File: src/rtl/dspi_boot_pkg.sv
// Shared constants, phase encoding and helpers for the dual-line flash fetcher.
// Assumes 32-bit data words and the 24-bit addressing of the fast-read command.
package dspi_boot_pkg;

    localparam logic [7:0] FAST_READ_DUAL = 8'h3B;
    localparam int         HDR_BITS       = 32;   // command byte plus 24-bit address
    localparam int         DUMMY_CLKS     = 8;
    localparam int         PAIRS_PER_WORD = 16;

    typedef enum logic [2:0] {
        PH_IDLE,
        PH_CMD,
        PH_DUMMY,
        PH_HDR,
        PH_DATA,
        PH_END
    } phase_t;

    // Reverse byte order of a 32-bit word (big-endian stream to little-endian)
    function automatic logic [31:0] swap32(input logic [31:0] w);
        return {w[7:0], w[15:8], w[23:16], w[31:24]};
    endfunction

endpackage

File: src/rtl/dspi_sck_gen.sv
// SCK generator: toggles SCK every half_i system clocks while run_i is high
// and flags the cycle of each rising and falling edge. Assumes half_i is held
// stable during a transfer; 0 acts as 1. SCK holds its level while stopped.
module dspi_sck_gen #(
    parameter int DIV_W = 8
) (
    input  logic             clk,
    input  logic             rst_n,
    input  logic             run_i,
    input  logic [DIV_W-1:0] half_i,
    output logic             sck_o,
    output logic             rise_o,
    output logic             fall_o
);
    logic [DIV_W-1:0] cnt;
    logic [DIV_W-1:0] eff_half;
    logic             sck_q;
    logic             hit;

    // Effective half period, never zero
    always_comb begin
        eff_half = (half_i == '0) ? DIV_W'(1) : half_i;
        hit      = run_i && (cnt == eff_half - DIV_W'(1));
        rise_o   = hit && !sck_q;
        fall_o   = hit && sck_q;
    end

    // Half-period counter and SCK level register
    always_ff @(posedge clk) begin
        if (!rst_n) begin
            cnt   <= '0;
            sck_q <= 1'b0;
        end else if (!run_i) begin
            cnt   <= '0;
        end else if (hit) begin
            cnt   <= '0;
            sck_q <= ~sck_q;
        end else begin
            cnt   <= cnt + DIV_W'(1);
        end
    end

    assign sck_o = sck_q;

    // a stopped engine never moves SCK
    p_sck_hold_when_stopped_r8: assert property (@(posedge clk) disable iff (!rst_n)
        !run_i |=> $stable(sck_q))
        else $error("SCK moved while stopped");

endmodule

File: src/rtl/dspi_cmd_shifter.sv
// Command and address serialiser for the single-line phase. Loads the read
// command and the 24-bit address, shifts one bit per falling SCK edge and
// drops the output enable on request. Assumes shift and release come from
// the controller on falling SCK edges only.
module dspi_cmd_shifter
    import dspi_boot_pkg::*;
(
    input  logic        clk,
    input  logic        rst_n,
    input  logic        load_i,
    input  logic [23:0] addr_i,
    input  logic        shift_i,
    input  logic        release_i,
    output logic        mosi_o,
    output logic        oe_o
);
    logic [HDR_BITS-1:0] sreg;
    logic                oe_q;

    // Shift register: load command/address, advance on each falling edge
    always_ff @(posedge clk) begin
        if (!rst_n) begin
            sreg <= '0;
        end else if (load_i) begin
            sreg <= {FAST_READ_DUAL, addr_i};
        end else if (shift_i) begin
            sreg <= {sreg[HDR_BITS-2:0], 1'b0};
        end
    end

    // Output enable: set on load, cleared when the line is handed to the flash
    always_ff @(posedge clk) begin
        if (!rst_n) begin
            oe_q <= 1'b0;
        end else if (load_i) begin
            oe_q <= 1'b1;
        end else if (release_i) begin
            oe_q <= 1'b0;
        end
    end

    assign mosi_o = oe_q & sreg[HDR_BITS-1];
    assign oe_o   = oe_q;

    // once released, the driver stays off until the next load
    p_oe_stays_released_r9: assert property (@(posedge clk) disable iff (!rst_n)
        (!oe_q && !load_i) |=> !oe_q)
        else $error("output enable reasserted without a load");

endmodule

File: src/rtl/dspi_pair_rx.sv
// Two-line receiver: on each sample strobe takes the odd bit from io1 and the
// even bit from io0, high pair first, and emits a 32-bit big-endian word every
// 16 strobes as a one-cycle valid pulse. Assumes clear_i precedes each transfer.
module dspi_pair_rx
    import dspi_boot_pkg::*;
(
    input  logic        clk,
    input  logic        rst_n,
    input  logic        clear_i,
    input  logic        sample_i,
    input  logic        io1_i,
    input  logic        io0_i,
    output logic [31:0] word_o,
    output logic        valid_o
);
    localparam int PC_W = $clog2(PAIRS_PER_WORD);

    logic [29:0]   sreg;
    logic [PC_W-1:0] pair_cnt;
    logic [31:0]   word_q;
    logic          valid_q;

    // Pair accumulator and word assembly
    always_ff @(posedge clk) begin
        if (!rst_n) begin
            sreg     <= '0;
            pair_cnt <= '0;
            word_q   <= '0;
            valid_q  <= 1'b0;
        end else begin
            valid_q <= 1'b0;
            if (clear_i) begin
                pair_cnt <= '0;
            end else if (sample_i) begin
                sreg     <= {sreg[27:0], io1_i, io0_i};
                pair_cnt <= pair_cnt + PC_W'(1);
                if (pair_cnt == PC_W'(PAIRS_PER_WORD - 1)) begin
                    word_q  <= {sreg, io1_i, io0_i};
                    valid_q <= 1'b1;
                end
            end
        end
    end

    assign word_o  = word_q;
    assign valid_o = valid_q;

    // a word is only ever completed by a sampling strobe
    p_word_from_sample_r3: assert property (@(posedge clk) disable iff (!rst_n)
        $rose(valid_q) |-> $past(sample_i))
        else $error("word completed without a sample");

    // completed words never arrive in consecutive cycles
    p_word_spacing_r3: assert property (@(posedge clk) disable iff (!rst_n)
        valid_q |=> !valid_q)
        else $error("back-to-back word completions");

endmodule

File: src/rtl/dual_spi_boot_reader.sv
// Dual-line SPI boot image fetcher. Sends the fast-read command and address on
// one line, counts the dummy clocks, receives a length header and then the
// image on two lines, writing little-endian words from address 0. Assumes the
// flash shifts data on falling SCK; the pad for the outgoing line is read on
// spi_mosi_i once the driver is released.
module dual_spi_boot_reader
    import dspi_boot_pkg::*;
#(
    parameter int ADDR_W = 12,
    parameter int DIV_W  = 8
) (
    input  logic              clk,
    input  logic              rst_n,
    input  logic              start_i,
    input  logic [23:0]       flash_base_i,
    input  logic [DIV_W-1:0]  sck_div_i,
    output logic              spi_sck_o,
    output logic              spi_cs_n_o,
    output logic              spi_mosi_o,
    output logic              spi_mosi_oe_o,
    input  logic              spi_mosi_i,
    input  logic              spi_miso_i,
    output logic              wr_en_o,
    output logic [ADDR_W-1:0] wr_addr_o,
    output logic [31:0]       wr_data_o,
    output logic              done_o
);
    localparam int EC_W = $clog2(HDR_BITS);
    localparam int WC_W = 31;

    phase_t             phase;
    logic [DIV_W-1:0]   half_q;
    logic [EC_W-1:0]    edge_cnt;
    logic [WC_W-1:0]    remain;
    logic [ADDR_W-1:0]  idx;
    logic               cs_n_q;
    logic               wr_en_q;
    logic [ADDR_W-1:0]  wr_addr_q;
    logic [31:0]        wr_data_q;
    logic               done_q;

    logic               run;
    logic               sck;
    logic               rise;
    logic               fall;
    logic               load;
    logic               shift;
    logic               release_line;
    logic               sample;
    logic [31:0]        rx_word;
    logic               rx_valid;
    logic [31:0]        len_bytes;
    logic [WC_W-1:0]    word_count;

    // Clock engine runs in every active phase until SCK is parked low at the end
    always_comb begin
        run = (phase != PH_IDLE) && !((phase == PH_END) && !sck);
    end

    // Strobes to the shifter and receiver
    always_comb begin
        load         = (phase == PH_IDLE) && start_i;
        shift        = (phase == PH_CMD) && fall;
        release_line = shift && (edge_cnt == EC_W'(HDR_BITS - 1));
        sample       = rise && ((phase == PH_HDR) || (phase == PH_DATA));
    end

    // Length header to word count: ceil(bytes / 4)
    always_comb begin
        len_bytes  = swap32(rx_word);
        word_count = {1'b0, len_bytes[31:2]} + WC_W'(|len_bytes[1:0]);
    end

    dspi_sck_gen #(
        .DIV_W (DIV_W)
    ) u_sck (
        .clk    (clk),
        .rst_n  (rst_n),
        .run_i  (run),
        .half_i (half_q),
        .sck_o  (sck),
        .rise_o (rise),
        .fall_o (fall)
    );

    dspi_cmd_shifter u_tx (
        .clk       (clk),
        .rst_n     (rst_n),
        .load_i    (load),
        .addr_i    (flash_base_i),
        .shift_i   (shift),
        .release_i (release_line),
        .mosi_o    (spi_mosi_o),
        .oe_o      (spi_mosi_oe_o)
    );

    dspi_pair_rx u_rx (
        .clk      (clk),
        .rst_n    (rst_n),
        .clear_i  (load),
        .sample_i (sample),
        .io1_i    (spi_miso_i),
        .io0_i    (spi_mosi_i),
        .word_o   (rx_word),
        .valid_o  (rx_valid)
    );

    // Transfer sequencer: phases, clock counts, write port and completion
    always_ff @(posedge clk) begin
        if (!rst_n) begin
            phase     <= PH_IDLE;
            half_q    <= DIV_W'(1);
            edge_cnt  <= '0;
            remain    <= '0;
            idx       <= '0;
            cs_n_q    <= 1'b1;
            wr_en_q   <= 1'b0;
            wr_addr_q <= '0;
            wr_data_q <= '0;
            done_q    <= 1'b0;
        end else begin
            wr_en_q <= 1'b0;
            done_q  <= 1'b0;
            unique case (phase)
                PH_IDLE: begin
                    if (start_i) begin
                        half_q   <= sck_div_i;
                        cs_n_q   <= 1'b0;
                        edge_cnt <= '0;
                        idx      <= '0;
                        phase    <= PH_CMD;
                    end
                end
                PH_CMD: begin
                    if (fall) begin
                        if (edge_cnt == EC_W'(HDR_BITS - 1)) begin
                            edge_cnt <= '0;
                            phase    <= PH_DUMMY;
                        end else begin
                            edge_cnt <= edge_cnt + EC_W'(1);
                        end
                    end
                end
                PH_DUMMY: begin
                    if (fall) begin
                        if (edge_cnt == EC_W'(DUMMY_CLKS - 1)) begin
                            edge_cnt <= '0;
                            phase    <= PH_HDR;
                        end else begin
                            edge_cnt <= edge_cnt + EC_W'(1);
                        end
                    end
                end
                PH_HDR: begin
                    if (rx_valid) begin
                        remain <= word_count;
                        phase  <= (word_count == '0) ? PH_END : PH_DATA;
                    end
                end
                PH_DATA: begin
                    if (rx_valid) begin
                        wr_en_q   <= 1'b1;
                        wr_addr_q <= idx;
                        wr_data_q <= swap32(rx_word);
                        idx       <= idx + ADDR_W'(1);
                        remain    <= remain - WC_W'(1);
                        if (remain == WC_W'(1)) begin
                            phase <= PH_END;
                        end
                    end
                end
                PH_END: begin
                    if (!sck) begin
                        cs_n_q <= 1'b1;
                        done_q <= 1'b1;
                        phase  <= PH_IDLE;
                    end
                end
                default: phase <= PH_IDLE;
            endcase
        end
    end

    assign spi_sck_o  = sck;
    assign spi_cs_n_o = cs_n_q;
    assign wr_en_o    = wr_en_q;
    assign wr_addr_o  = wr_addr_q;
    assign wr_data_o  = wr_data_q;
    assign done_o     = done_q;

    // SCK is low whenever the flash is deselected
    p_sck_low_deselected_r1: assert property (@(posedge clk) disable iff (!rst_n)
        spi_cs_n_o |-> !spi_sck_o)
        else $error("SCK high with chip select released");

    // the driver is off in every phase after the command
    p_line_released_r9: assert property (@(posedge clk) disable iff (!rst_n)
        ((phase == PH_DUMMY) || (phase == PH_HDR) || (phase == PH_DATA) || (phase == PH_END))
        |-> !spi_mosi_oe_o)
        else $error("outgoing line driven during receive");

    // writes happen only inside a transfer and never back to back
    p_write_inside_r6: assert property (@(posedge clk) disable iff (!rst_n)
        wr_en_o |-> !spi_cs_n_o)
        else $error("write outside transfer");

    p_write_spacing_r5: assert property (@(posedge clk) disable iff (!rst_n)
        wr_en_o |=> !wr_en_o)
        else $error("consecutive writes");

    // done is a single pulse seen with chip select high
    p_done_pulse_r10: assert property (@(posedge clk) disable iff (!rst_n)
        done_o |=> !done_o)
        else $error("done longer than one cycle");

    p_done_deselected_r10: assert property (@(posedge clk) disable iff (!rst_n)
        done_o |-> (spi_cs_n_o && !spi_sck_o))
        else $error("done while flash selected");

endmodule

File: config.mk
export PLATFORM = sky130hd
export DESIGN_NAME = dual_spi_boot_reader
export DESIGN_NICKNAME = d
export VERILOG_FILES = /design/src/rtl/dspi_boot_pkg.sv /design/src/rtl/dspi_sck_gen.sv /design/src/rtl/dspi_cmd_shifter.sv /design/src/rtl/dspi_pair_rx.sv /design/src/rtl/dual_spi_boot_reader.sv
export SDC_FILE = /design/constraint.sdc
export NUM_CORES = 1
export LEC_CHECK = 0
export ABC_AREA = 1
export CAP_MARGIN = 0
export CORE_ASPECT_RATIO = 0.8
export CORE_MARGIN = 3
export CORE_UTILIZATION = 25
export DETAILED_ROUTE_END_ITERATION = 12
export PLACE_DENSITY = 0.44
export SLEW_MARGIN = 20
export SYNTH_ARGS = -nofsm -noshare
export SYNTH_HDL_FRONTEND = slang
export SYNTH_HIERARCHICAL = 1
export SYNTH_SLANG_ARGS = --single-unit
File: constraint.sdc
create_clock -name clk -period 4.8 [get_ports clk]
set_input_delay 0.72 -clock clk [delete_from_list [all_inputs] [get_ports clk]]
set_output_delay 0.72 -clock clk [all_outputs]
set_load 0.03 [all_outputs]
Word level (Yosys, flattened, before mapping)
Index checks and enable logic that the tools add are counted.
- bits in registers: 215
- input port bits: 37
- output and inout port bits: 50
- word-level logic and storage cells: 123
- $add $sub $neg: 7
- equality and inequality tests: 19
- muxes and demuxes: 34
- bitwise gates (word level): 6
- reductions and logical operators: 38
- operators by type and width (cell ; count):
    31-bit two-way mux ; 2
    31-bit case mux with 2 select lines ; 1
    30-bit two-way mux ; 2
    30-bit by 1-bit adder with 31-bit output ; 1
    31-bit by 1-bit equality test with 1-bit output (second input constant) ; 1
    31-bit zero test ; 1
    31-bit by 1-bit subtractor with 31-bit output (second input constant) ; 1
    3-bit two-way mux ; 9
    5-bit two-way mux ; 5
    12-bit two-way mux ; 2
    12-bit case mux with 2 select lines ; 1
    3-bit case mux with 6 select lines ; 1
    5-bit case mux with 3 select lines ; 1
    12-bit by 1-bit adder with 12-bit output (second input constant) ; 1
    2-bit AND reduction ; 6
    3-bit AND reduction ; 4
    2-bit != test (second input constant) ; 5
    2-bit nonzero test ; 5
    1-bit logical AND ; 9
    9-bit AND reduction ; 1
    8-bit by 1-bit adder with 8-bit output (second input constant) ; 1
    8-bit equality test ; 1
    8-bit zero test ; 1
    1-bit two-way mux ; 8
    21 further kinds ; 34

Longest topological paths before layout
- depth after elaboration: 10
- depth in mapped cells: 24
- mapped depth without buffers: 23

By module
The synthesis kept the hierarchy.
- modules (own cells, without submodules) (module ; times used ; cells an instance ; area each (um^2) ; sequential area each (um^2)):
    dual_spi_boot_reader ; 1 ; 954 ; 6271.0 ; 2122.0
    dspi_pair_rx ; 1 ; 321 ; 2472.4 ; 1341.3
    dspi_cmd_shifter ; 1 ; 221 ; 1522.7 ; 660.6
    dspi_sck_gen ; 1 ; 127 ; 788.3 ; 180.2

Worst setup path before layout
OpenSTA, ideal clock, no wires.
- path type: register to register
- from: register half_q[2]
- to: register u_rx.word_q[21] (netlist: u_rx/word_o[21])
- setup time: 0.114 ns
- data arrival time: 2.686 ns
- required time: 4.686 ns
- slack: 2.000 ns
- stages on the path, launching flop included: 23
- path buffers: 1
- period minus slack after synthesis: 2.800 ns
- cell sequence: dfxtp_1 nor2_2 nand2_1 nor2_2 nor2_4 ha_1 nand2_1 nand2_1 nor2_1 nand2_1 nor2_1 nand2_1 nor2_4 nand2_4 nor2_1 inv_1 nor2_1 inv_2 nor2_4 nand2_2 buf_6 nand3_1 nand2_1
- cells in the longest elaborated chain, start to end: 8
- ends and longest elaborated chain (element ; RTL line ; source):
    from (decl) ; dual_spi_boot_reader.sv:32 ; logic [DIV_W-1:0] half_q;
    from (signal assigned) ; dual_spi_boot_reader.sv:127 ; half_q <= sck_div_i;
    8-bit zero test ; dspi_sck_gen.sv:22 ; eff_half = (half_i == '0) ? DIV_W'(1) : half_i;
    8-bit two-way mux * ; dspi_sck_gen.sv:22 ;
    8-bit by 1-bit subtractor with 8-bit output * ; dspi_sck_gen.sv:23 ; hit = run_i && (cnt == eff_half - DIV_W'(1));
    8-bit equality test * ; dspi_sck_gen.sv:23 ;
    1-bit logical AND * ; dspi_sck_gen.sv:23 ;
    1-bit logical AND * ; dspi_sck_gen.sv:24 ; rise_o = hit && !sck_q;
    net rise ; dual_spi_boot_reader.sv:44 ; logic rise;
    1-bit logical AND * ; dual_spi_boot_reader.sv:65 ; sample = rise && ((phase == PH_HDR) || (phase == PH_DATA));
    net sample ; dual_spi_boot_reader.sv:49 ; logic sample;
    3-bit AND reduction (no source line) * ; -- ;
    to (signal assigned) ; dspi_pair_rx.sv:38 ; word_q <= {sreg, io1_i, io0_i};
    to (decl) ; dspi_pair_rx.sv:20 ; logic [31:0] word_q;
Mark *: on every way through the listed nets, which the timed path passes. The rest lies on a longest branch.
A chain may end at the register's enable or synchronous reset.

Final worst setup path
- from: register half_q[2]
- to: register u_rx.word_q[22] (netlist: u_rx/word_o[22])
The elaborated chain is that of the path after synthesis.

==> impl_metrics.ini <==
[placement]
io_buffers = 86
dp_slack_ns = 1.17
hpwl_mm = 23.4
gp_congestion = 0.791

[worst_setup_path]
path_delay_family = simple AND/OR/NAND/NOR gates
crit_required_ns = 5.30
critical_path_class = reg2reg
cp.buffers_inverters = 3
worst_setup_path_start_kind = flip-flop
r2r-start = half_q[2]
crit_end = u_rx/word_o[22]
r2r_slack_ns = 1.19
critical_path.max_stage_delay_ns = 0.64
critPathArrivalTime_ns = 4.11
slowest_stage = nor2_4
cp.depth = 22
path_cells = nor2_2, nand2_1, nor2_2, nor2_4, ha_1, nand2_1, nand2_1, nor2_1, nand2_1, nor2_1, nand2_1, nor2_4, nand2_4, nor2_1, inv_1, nor2_1, buf_4, nand2_2, buf_4, nor2_4, nand3_1, nand2_1
rr_endpoint = u_rx/word_o[22]
end_kind = flip-flop
reg2regPathDepth = 22
cp_max_fo = 43
timing.critical_path.mode_cell = nand2_1
cp-startpoint = half_q[2]

[synthesis]
syn_area_um2 = 11100
avgSynthCellArea_um2 = 6.81
yosysUniqueCellTypes = 48
ys_ff_latch = 215
yosysTopAreaCellShare_pct = 38.9
yosysTopAreaCell = dfxtp_1
netlist_instances = 1623
synthTopCellsByCount = 404 x nand2_1, 215 x dfxtp_1, 205 x nor2_1
synthArstFlopShare_pct = 0
syn_nets = 1670
seq_area_frac_synth_pct = 38.9
synth_edf_count = 0
synth_area_leaders = dfxtp_1 39%, nand2_1 14%, nand3_1 8.1%
synth_flop_cell = dfxtp_1
yosysMostFrequentCell = nand2_1
ys_warn_count = 6

[floorplanning]
die_w_um = 241
dieArea_um2 = 46800
core_area_um2 = 43400
die_y_um = 194
ioPinCount = 87
core.rowCount = 68
initial_core_util_pct = 25.5

[global_routing]
grt_pass1_wl_mm = 54.3
grt_overflow_total = 0
antenna_found_initial = 1
grt_pass1_vias = 9868
grt_max_degree = 82
grt_usage_pct = 14.1

[run]
drv_cap = 0

[timing]
max_slew_margin_pct = 50.7
fmax_mhz = 277
layout_setup_ws_ns = 1.19
period_needed_ns = 3.61
tightest_slew_ns = 0.738
setup_violations = 0
fin_setup_tns_ns = 0
fin_skew_ns = 0.00924
rsz0062_at_grt = no
slew_violations = 0
hold_viol = 0
fin_crit_sh_pct = 75.2

[route]
drt_iter0_markers = 764
dr.pass1.iters = 5
postRouteAntennaNets = 0
num_vias = 10300
routedWlPerCell_um = 14.5
avgViaCountPerCell = 4.56
routed_wl_mm = 32.9
drc = 0

[clocking]
h-tree-depth = 1
cts_resized = 0
cts_buffers = 27
clock-sinks = 215
cts_setup_buffers = 0
cts_root_buf = clkbuf_16
hold_buffers = 0
cts_tree = built
clock_latency_ns = 0.56
clk_path_buf_depth = 3
clk_pin_slew_ns = 0.06

[pwr]
power-per-cell-area_nw_per_um2 = 393
ir_drop_mv = 0.243
leakage_uw = 0.00537

[cells_and_area]
regArea_um2 = 4310
nFillCells = 4837
syn_to_final_growth_pct = 19.7
n_antenna_cell = 0
drive_gt1_share_pct = 9.18
nets = 1728
multi_input_area_um2 = 5790

[hold_path]
worst_hold_path_type = reg2reg

[status]
outcome = completed
==> layer usage <==
layer	global-route usage [%]	part of all wire (%)	vias to the layer above
met1	21.3	52	4703
met5	0	0.027	-
met2	20.5	41	180
li1	-	-	5366
met4	3.27	2.2	2
met3	2.72	4.7	46
==> layout by cell type (no fill, tap or decap), drive strengths merged <==
cell type	synthesis	routed
a211o	1	1
a211oi	13	13
a21oi	122	122
a311oi	1	1
a31oi	2	2
and2	3	3
buf	41	16
bufinv	0	1
clkbuf	31	38
clkdlybuf4s50	0	85
clkinv	4	11
clkinvlp	0	1
dfxtp	215	215
ha	10	10
inv	150	151
nand2	428	428
nand3	180	180
nand3b	14	14
nand4	16	16
nor2	245	245
nor3	19	19
nor3b	1	1
nor4	1	1
o211ai	17	17
o21a	1	1
o21ai	69	69
o21bai	1	1
o31ai	2	2
or2	5	5
xnor2	8	8
xor2	23	23
==> report_power, final <==
group,internal [uW],switching [uW]
combinational,360,807
sequential,1910,97.3
clock,1210,814
total,3480,1720
==> final cells by class <==
type | instances | share of cell area (%)
clock buffers | 38 | 6.02
clock inverters | 10 | 0.700
inverters | 154 | 4.39
multi-input cells | 1182 | 43.7
flip-flops and latches | 215 | 32.5
well taps | 560 | 5.29
repair buffers | 101 | 7.34
==> flip-flops by register name, indices dropped and copies added, names as in the netlist <==
register       cells
u_tx/oe_o          1
half_q             8
done_o             1
edge_cnt           5
idx               12
u_sck/cnt          8
phase              3
wr_en_o            1
u_rx/word_o       32
spi_cs_n_o         1
remain            31
wr_addr_o         12
u_sck/sck_o        1
u_rx/valid_o       1
u_tx/sreg         32
u_rx/sreg         30
wr_data_o         32
u_rx/pair_cnt      4
==> stage by stage <==
step / utilization, % / hold slack (ns) / area [um^2] / power, uW / cells
4_1_cts: 30.5 / 0.452 / 13200 / 5280 / 2260
3_5_place_dp: 28.5 / 0.444 / 12300 / 3220 / 2212
5_1_grt: 30.5 / 0.475 / 13200 / 5530 / 2260
3_3_place_gp: 28.5 / 0.438 / 12300 / 3230 / 2212
6_report: 30.5 / 0.449 / 13200 / 5200 / 2260
2_1_floorplan: - / 0.423 / 11100 / 2930 / 1623
==> worst min path at each step <==
stage	cells after the start	startpoint	endpoint	slack, ns
floorplan	1	idx[11]	idx[11]	0.42
global placement	1	idx[11]	idx[11]	0.44
detailed placement	1	idx[11]	idx[11]	0.44
CTS	1	idx[11]	idx[11]	0.45
global route	2	wr_data_o[13]	wr_data_o[13]	0.48
finish	1	idx[11]	idx[11]	0.45
==> logic make-up after synthesis <==
kind of cell    after synthesis  share of synthesized area [%]
compound gates              229                           11.4
simple gates                912                           37.3
flops                       215                           38.9
fa+ha+maj                    10                           1.13
xor+xnor                     31                           2.46
buf+inv                     226                           8.74
(Power assumes the default switching activity.)
